$ cat config.mk
export PLATFORM = sky130hd
export DESIGN_NAME = dispatch_id_gen
export DESIGN_NICKNAME = d
export VERILOG_FILES = /design/src/rtl/dispatch_id_pkg.sv /design/src/rtl/dispatch_id_ctrl.sv /design/src/rtl/dispatch_id_dpath.sv /design/src/rtl/dispatch_id_gen.sv
export SDC_FILE = /design/constraint.sdc
export NUM_CORES = 1
export LEC_CHECK = 0
export BUFFER_PORTS_ARGS = -buffer_cell sky130_fd_sc_hd__clkbuf_2
export CORE_ASPECT_RATIO = 0.5
export CORE_MARGIN = 2
export CORE_UTILIZATION = 59
export CTS_CLUSTER_DIAMETER = 30
export DETAILED_ROUTE_END_ITERATION = 8
export PLACE_DENSITY = 0.86
export SYNTH_ARGS = -nofsm -noshare
export SYNTH_HDL_FRONTEND = slang
export SYNTH_SLANG_ARGS = --single-unit
export TNS_END_PERCENT = 100
$ cat constraint.sdc
create_clock -name clk -period 8.6 [get_ports clk]
set_input_delay 0.43 -clock clk [delete_from_list [all_inputs] [get_ports clk]]
set_output_delay 0.43 -clock clk [all_outputs]
set_load 0.005 [all_outputs]
$ cat src/rtl/dispatch_id_pkg.sv
package dispatch_id_pkg;

  typedef enum logic [1:0] {
    ST_IDLE = 2'd0,
    ST_RUN  = 2'd1,
    ST_FIN  = 2'd2
  } walkState_t;

  // strobes from control to datapath
  typedef struct packed {
    logic load;
    logic step;
  } walkCtl_t;

  localparam logic [1:0] DIMS_ONE = 2'd1;
  localparam logic [1:0] DIMS_TWO = 2'd2;

endpackage

$ cat src/rtl/dispatch_id_ctrl.sv
module dispatch_id_ctrl
  import dispatch_id_pkg::*;
(
  input  logic     clk,
  input  logic     rstN,
  input  logic     start,
  input  logic     outReady,
  input  logic     cfgZero,
  input  logic     lastInv,
  output walkCtl_t ctl,
  output logic     outValid,
  output logic     done
);

  walkState_t state, stateNext;

  always_comb begin
    stateNext = state;
    ctl.load  = 1'b0;
    ctl.step  = 1'b0;
    unique case (state)
      ST_IDLE: if (start) begin
        ctl.load  = 1'b1;
        stateNext = cfgZero ? ST_FIN : ST_RUN;
      end
      ST_RUN: if (outReady) begin
        ctl.step = 1'b1;
        if (lastInv) stateNext = ST_FIN;
      end
      ST_FIN:  stateNext = ST_IDLE;
      default: stateNext = ST_IDLE;
    endcase
  end

  always_ff @(posedge clk) begin
    if (!rstN) state <= ST_IDLE;
    else       state <= stateNext;
  end

  assign outValid = (state == ST_RUN);
  assign done     = (state == ST_FIN);

endmodule

$ cat src/rtl/dispatch_id_dpath.sv
module dispatch_id_dpath
  import dispatch_id_pkg::*;
#(
  parameter int DIM_W = 4
) (
  input  logic                 clk,
  input  logic                 rstN,
  input  walkCtl_t             ctl,
  input  logic [1:0]           cfgDims,
  input  logic [3*DIM_W-1:0]   cfgSize,
  input  logic [3*DIM_W-1:0]   cfgCount,
  output logic                 cfgZero,
  output logic                 lastInv,
  output logic [3*DIM_W-1:0]   localId,
  output logic [3*DIM_W-1:0]   groupId,
  output logic [6*DIM_W-1:0]   globalId,
  output logic [3*DIM_W-1:0]   groupSize,
  output logic [3*DIM_W-1:0]   groupCount,
  output logic [3*DIM_W-1:0]   localIndex
);

  localparam int GW = 2 * DIM_W;
  localparam int IW = 3 * DIM_W;
  localparam logic [DIM_W-1:0] ONE = DIM_W'(1);

  logic [2:0][DIM_W-1:0] effSize, effCount;
  logic [2:0][DIM_W-1:0] sizeR, countR, lidR, gidR;
  logic [2:0] lidMax, gidMax;
  logic [3:0] lCarry, gCarry;

  // force unused dimensions to one before the zero test
  always_comb begin
    effSize  = cfgSize;
    effCount = cfgCount;
    if (cfgDims == DIMS_ONE) begin
      effSize[1] = ONE;  effCount[1] = ONE;
      effSize[2] = ONE;  effCount[2] = ONE;
    end else if (cfgDims == DIMS_TWO) begin
      effSize[2] = ONE;  effCount[2] = ONE;
    end
    cfgZero = 1'b0;
    for (int i = 0; i < 3; i++)
      if (effSize[i] == '0 || effCount[i] == '0) cfgZero = 1'b1;
  end

  // odometer carry chain: local x,y,z then group x,y,z
  always_comb begin
    lCarry[0] = 1'b1;
    for (int i = 0; i < 3; i++) begin
      lidMax[i]     = (lidR[i] == sizeR[i] - ONE);
      gidMax[i]     = (gidR[i] == countR[i] - ONE);
      lCarry[i+1]   = lCarry[i] & lidMax[i];
    end
    gCarry[0] = lCarry[3];
    for (int i = 0; i < 3; i++)
      gCarry[i+1] = gCarry[i] & gidMax[i];
    lastInv = gCarry[3];
  end

  always_ff @(posedge clk) begin
    if (!rstN) begin
      sizeR  <= '0;
      countR <= '0;
      lidR   <= '0;
      gidR   <= '0;
    end else if (ctl.load) begin
      sizeR  <= effSize;
      countR <= effCount;
      lidR   <= '0;
      gidR   <= '0;
    end else if (ctl.step) begin
      for (int i = 0; i < 3; i++) begin
        if (lCarry[i]) lidR[i] <= lidMax[i] ? '0 : lidR[i] + ONE;
        if (gCarry[i]) gidR[i] <= gidMax[i] ? '0 : gidR[i] + ONE;
      end
    end
  end

  for (genvar g = 0; g < 3; g++) begin : gDim
    assign localId[g*DIM_W +: DIM_W]    = lidR[g];
    assign groupId[g*DIM_W +: DIM_W]    = gidR[g];
    assign groupSize[g*DIM_W +: DIM_W]  = sizeR[g];
    assign groupCount[g*DIM_W +: DIM_W] = countR[g];
    assign globalId[g*GW +: GW] = GW'(gidR[g]) * GW'(sizeR[g]) + GW'(lidR[g]);
  end

  assign localIndex = IW'(lidR[2]) * IW'(sizeR[0]) * IW'(sizeR[1])
                    + IW'(lidR[1]) * IW'(sizeR[0])
                    + IW'(lidR[0]);

endmodule

$ cat src/rtl/dispatch_id_gen.sv
module dispatch_id_gen
  import dispatch_id_pkg::*;
#(
  parameter int DIM_W = 4
) (
  input  logic                 clk,
  input  logic                 rstN,
  input  logic                 start,
  input  logic [1:0]           cfgDims,
  input  logic [3*DIM_W-1:0]   cfgSize,
  input  logic [3*DIM_W-1:0]   cfgCount,
  input  logic                 outReady,
  output logic                 outValid,
  output logic [3*DIM_W-1:0]   localId,
  output logic [3*DIM_W-1:0]   groupId,
  output logic [6*DIM_W-1:0]   globalId,
  output logic [3*DIM_W-1:0]   groupSize,
  output logic [3*DIM_W-1:0]   groupCount,
  output logic [3*DIM_W-1:0]   localIndex,
  output logic                 done
);

  walkCtl_t ctl;
  logic     cfgZero, lastInv;

  dispatch_id_ctrl u_ctrl (
    .clk(clk), .rstN(rstN), .start(start), .outReady(outReady),
    .cfgZero(cfgZero), .lastInv(lastInv), .ctl(ctl),
    .outValid(outValid), .done(done)
  );

  dispatch_id_dpath #(.DIM_W(DIM_W)) u_dpath (
    .clk(clk), .rstN(rstN), .ctl(ctl), .cfgDims(cfgDims),
    .cfgSize(cfgSize), .cfgCount(cfgCount),
    .cfgZero(cfgZero), .lastInv(lastInv),
    .localId(localId), .groupId(groupId), .globalId(globalId),
    .groupSize(groupSize), .groupCount(groupCount), .localIndex(localIndex)
  );

endmodule

==> results.sh <==
export IMPL_status="completed"
export IMPL_slowest_delay_ns=0.63
export IMPL_start_util_pct=60.8
export IMPL_setup_tns_final_ns=0
export IMPL_synth_edf_count=0
export IMPL_busiest_layer="met2"
export IMPL_antenna_found_initial=0
export IMPL_grt_start_max_net_pins=31
export IMPL_pre_cts_ws_ns=1.73
export IMPL_postSynthCellCount=798
export IMPL_finalClockSkew_ns=0.0123
export IMPL_cts_sinks=50
export IMPL_reg2regPathDepth=8
export IMPL_relSlewSlack_pct=24.0
export IMPL_endpoint="localIndex[11]"
export IMPL_ant_nets=0
export IMPL_finalCriticalPeriod_ns=7.23
export IMPL_gp_congestion=0.886
export IMPL_dp_hpwl_um=12500
export IMPL_max_freq_mhz=138
export IMPL_yosys_most_used_dff="dfxtp_1"
export IMPL_final_nets=1085
export IMPL_drive_gt1_share_pct=14.6
export IMPL_diodes=0
export IMPL_switching_share_pct=29.9
export IMPL_synthDistinctLibCells=55
export IMPL_startpoint_type="flop"
export IMPL_netlist_area_sq_um=6710
export IMPL_area_growth_pct=12.0
export IMPL_p_leak_nw=3.96
export IMPL_cts_htree_levels=2
export IMPL_use_met1_pct=33.0
export IMPL_ios=116
export IMPL_hold_class="in -> reg"
export IMPL_final_hold_viol_count=0
export IMPL_chipWidth_um=155
export IMPL_r2r_setup_slack_ns=4.97
export IMPL_core_sq_um=11000
export IMPL_use_met2_pct=46.1
export IMPL_syn_area_per_cell_sq_um=8.41
export IMPL_setup_ws_ns=1.37
export IMPL_die_area_sq_um=12300
export IMPL_gr_total_overflow=0
export IMPL_criticalPathCategory="reg -> out"
export IMPL_critical_path_arrival_ns=6.80
export IMPL_crit_start="u_dpath.groupSize[3]"
export IMPL_grt_pass1_vias=5658
export IMPL_placed_area_sq_um=7370
export IMPL_p_clk_share_pct=35.8
export IMPL_portBuffers=115
export IMPL_peakVddDrop_uv=85.7
export IMPL_gr_usage_met3_pct=3.42
export IMPL_combPwrFrac_pct=17.5
export IMPL_fill_cells=863
export IMPL_power_density_nw_per_um2=75.0
export IMPL_worst_slew_pin_transition_ns=1.13
export IMPL_design_area_sq_um=7520
export IMPL_dp_cells=1032
export IMPL_root_buffer="clkbuf_16"
export IMPL_drtIter0Drc=370
export IMPL_post_cts_resized=0
export IMPL_numCtsBuffers=5
export IMPL_drc=0
export IMPL_drv_cap=0
export IMPL_worstPathMaxFanout=15
export IMPL_regToRegStartpoint="u_dpath.groupSize[0]"
export IMPL_maxSlewViolCount=0
export IMPL_seq_area_frac_synth_pct=14.9
export IMPL_dieHeight_um=79.4
export IMPL_crit_reg2reg_capture="u_dpath.groupId[11]"
export IMPL_clock_path_buffers=2
export IMPL_grt_pass1_wl_um=25800
export IMPL_cp_end_kind="output port"
export IMPL_routedWlPerCell_um=14.5
export IMPL_seq_power_share_pct=46.7
export IMPL_layout_cells_non_filler=1040
export IMPL_required_ns=8.17
export IMPL_path_depth=26
export IMPL_p_switching_w=0.000168
export IMPL_tritoncts="built"
export IMPL_rsz0062_at_grt="no"
export IMPL_clkTransAtPathRegs_ns=0.08
export IMPL_drt_pass1_iterations=5
export IMPL_crit_path_top_delay_cell="dfxtp_1"
export IMPL_grtUsageTotal_pct=25.6
export IMPL_critPathBufInv=6
export IMPL_p_total_w=0.000564
export IMPL_num_vias=5658
export IMPL_async_flop_share_pct=0
export IMPL_vias_per_cell=5.44
export IMPL_cts_hold_buffers_added=0
export IMPL_wirelength_um=15100
export IMPL_yosysWarnings=0
export IMPL_clk_latency_ns=0.30
export IMPL_p_int_w=0.000395
export IMPL_cts_setup_buffers=0
export IMPL_fin_crit_sh_pct=84.0
export IMPL_rows=27
export IMPL_crit_family="adder cells"
export IMPL_final_setup_viol_count=0
export IMPL_syn_nets=989
export IMPL_ys_seq_elements=50
==> cell families (layout without fill, tap and decap cells) <==
kind of cell | Yosys count | count (layout) | share of synthesized area [%]
muxes | 5 | 5 | 0.764
xor gates and xnor gates | 60 | 60 | 8.78
DFF | 50 | 50 | 14.9
and+or+nand+nor | 271 | 271 | 21.0
AOI/OAI and AO/OA | 97 | 97 | 9.54
adders and majority gates | 161 | 161 | 36.4
buffers and inverters | 154 | 251 | 8.63
==> sequential cells by signal, indices dropped and copies added, names as in the netlist <==
name and flops:
u_ctrl.state 2, u_dpath.localId 12, u_dpath.groupId 12, u_dpath.groupSize 12, u_dpath.groupCount 12
==> worst reg2reg max path, stage by stage, from the launching register on <==
cell and delay [ns]:
dfxtp_1 0.67, inv_1 0.22, ha_1 0.35, xor2_1 0.14, nand3_1 0.11, nor3_1 0.91, nand4bb_1 0.42, or4_1 0.57
a21oi_1 0.15
==> per-layer routing <==
metal | share of wire (%) | up-vias
li1 | - | 2777
met5 | 0 | -
met3 | 5.2 | 23
met1 | 45 | 2697
met4 | 1.8 | 0
met2 | 48 | 161
==> through the flow <==
step	util, %	hold WS (ns)
after global placement	66.7	0.488
after CTS	68.1	0.384
after floorplan	-	0.482
after global routing	68.1	0.399
after detailed placement	66.7	0.497
final	68.1	0.382
==> worst min-delay path by stage <==
stage / end / cells past startpoint / slack [ns] / from
6_report: u_dpath.groupSize[0] / 3 / 0.38 / cfgSize[0]
5_1_grt: u_dpath.groupSize[0] / 3 / 0.40 / cfgSize[0]
4_1_cts: u_dpath.groupSize[0] / 3 / 0.38 / cfgSize[0]
3_5_place_dp: u_dpath.localId[2] / 2 / 0.50 / u_dpath.localId[2]
3_3_place_gp: u_dpath.groupCount[7] / 2 / 0.49 / u_dpath.groupCount[7]
2_1_floorplan: u_dpath.groupCount[7] / 2 / 0.48 / u_dpath.groupCount[7]
==> synthesized netlist by cell type, types with 3 or more instances <==
cell,n,area share [%]
a21boi_0,15,1.7
a21o_1,6,0.67
a21oi_1,30,2.2
a22oi_1,7,0.78
and2_1,71,6.6
and3_1,6,0.56
clkbuf_1,24,1.3
dfxtp_1,50,15
fa_1,57,17
ha_1,104,19
inv_1,128,7.2
mux2i_1,4,0.60
nand2_1,77,4.3
nand2b_1,4,0.37
nand3_1,21,1.6
nand4_1,4,0.37
nor2_1,38,2.1
nor2b_1,14,1.3
nor3_1,15,1.1
nor4_1,4,0.37
o211a_1,4,0.60
o21a_1,3,0.34
o21ai_0,12,0.89
o21bai_1,7,0.78
or3_1,4,0.37
xnor2_1,39,5.1
xnor3_1,3,1.0
xor2_1,16,2.1
==> power groups by stage <==
stage	registers, W	clock network (W)	logic (W)
after floorplan	0.000257	0	0.0000740
after global placement	0.000267	0	0.0000954
after detailed placement	0.000268	0	0.0000978
after CTS	0.000263	0.000203	0.0000984
after global routing	0.000265	0.000211	0.000110
final	0.000263	0.000202	0.0000988
==> layout by cell type, fill, tap and decap left out, types with 16 or more instances in the layout <==
master,synthesis,layout
xnor2_1,39,39
ha_1,104,104
nor2_1,38,38
nand2_1,77,77
nand3_1,21,21
a21oi_1,30,30
clkbuf_2,0,115
xor2_1,16,16
and2_1,71,71
dfxtp_1,50,50
fa_1,57,57
inv_1,128,128
==> area by class of cell <==
type                            count  area (sq um)  area share (%)
Multi-Input combinational cell    594          5130            68.2
Sequential cell                    50          1000            13.3
Timing Repair Buffer              115           576            7.65
Inverter                          128           480            6.39
Tap cell                          145           181            2.41
Clock buffer                        5           125            1.66
Clock inverter                      3          25.0           0.333
(Power assumes the default switching activity.)
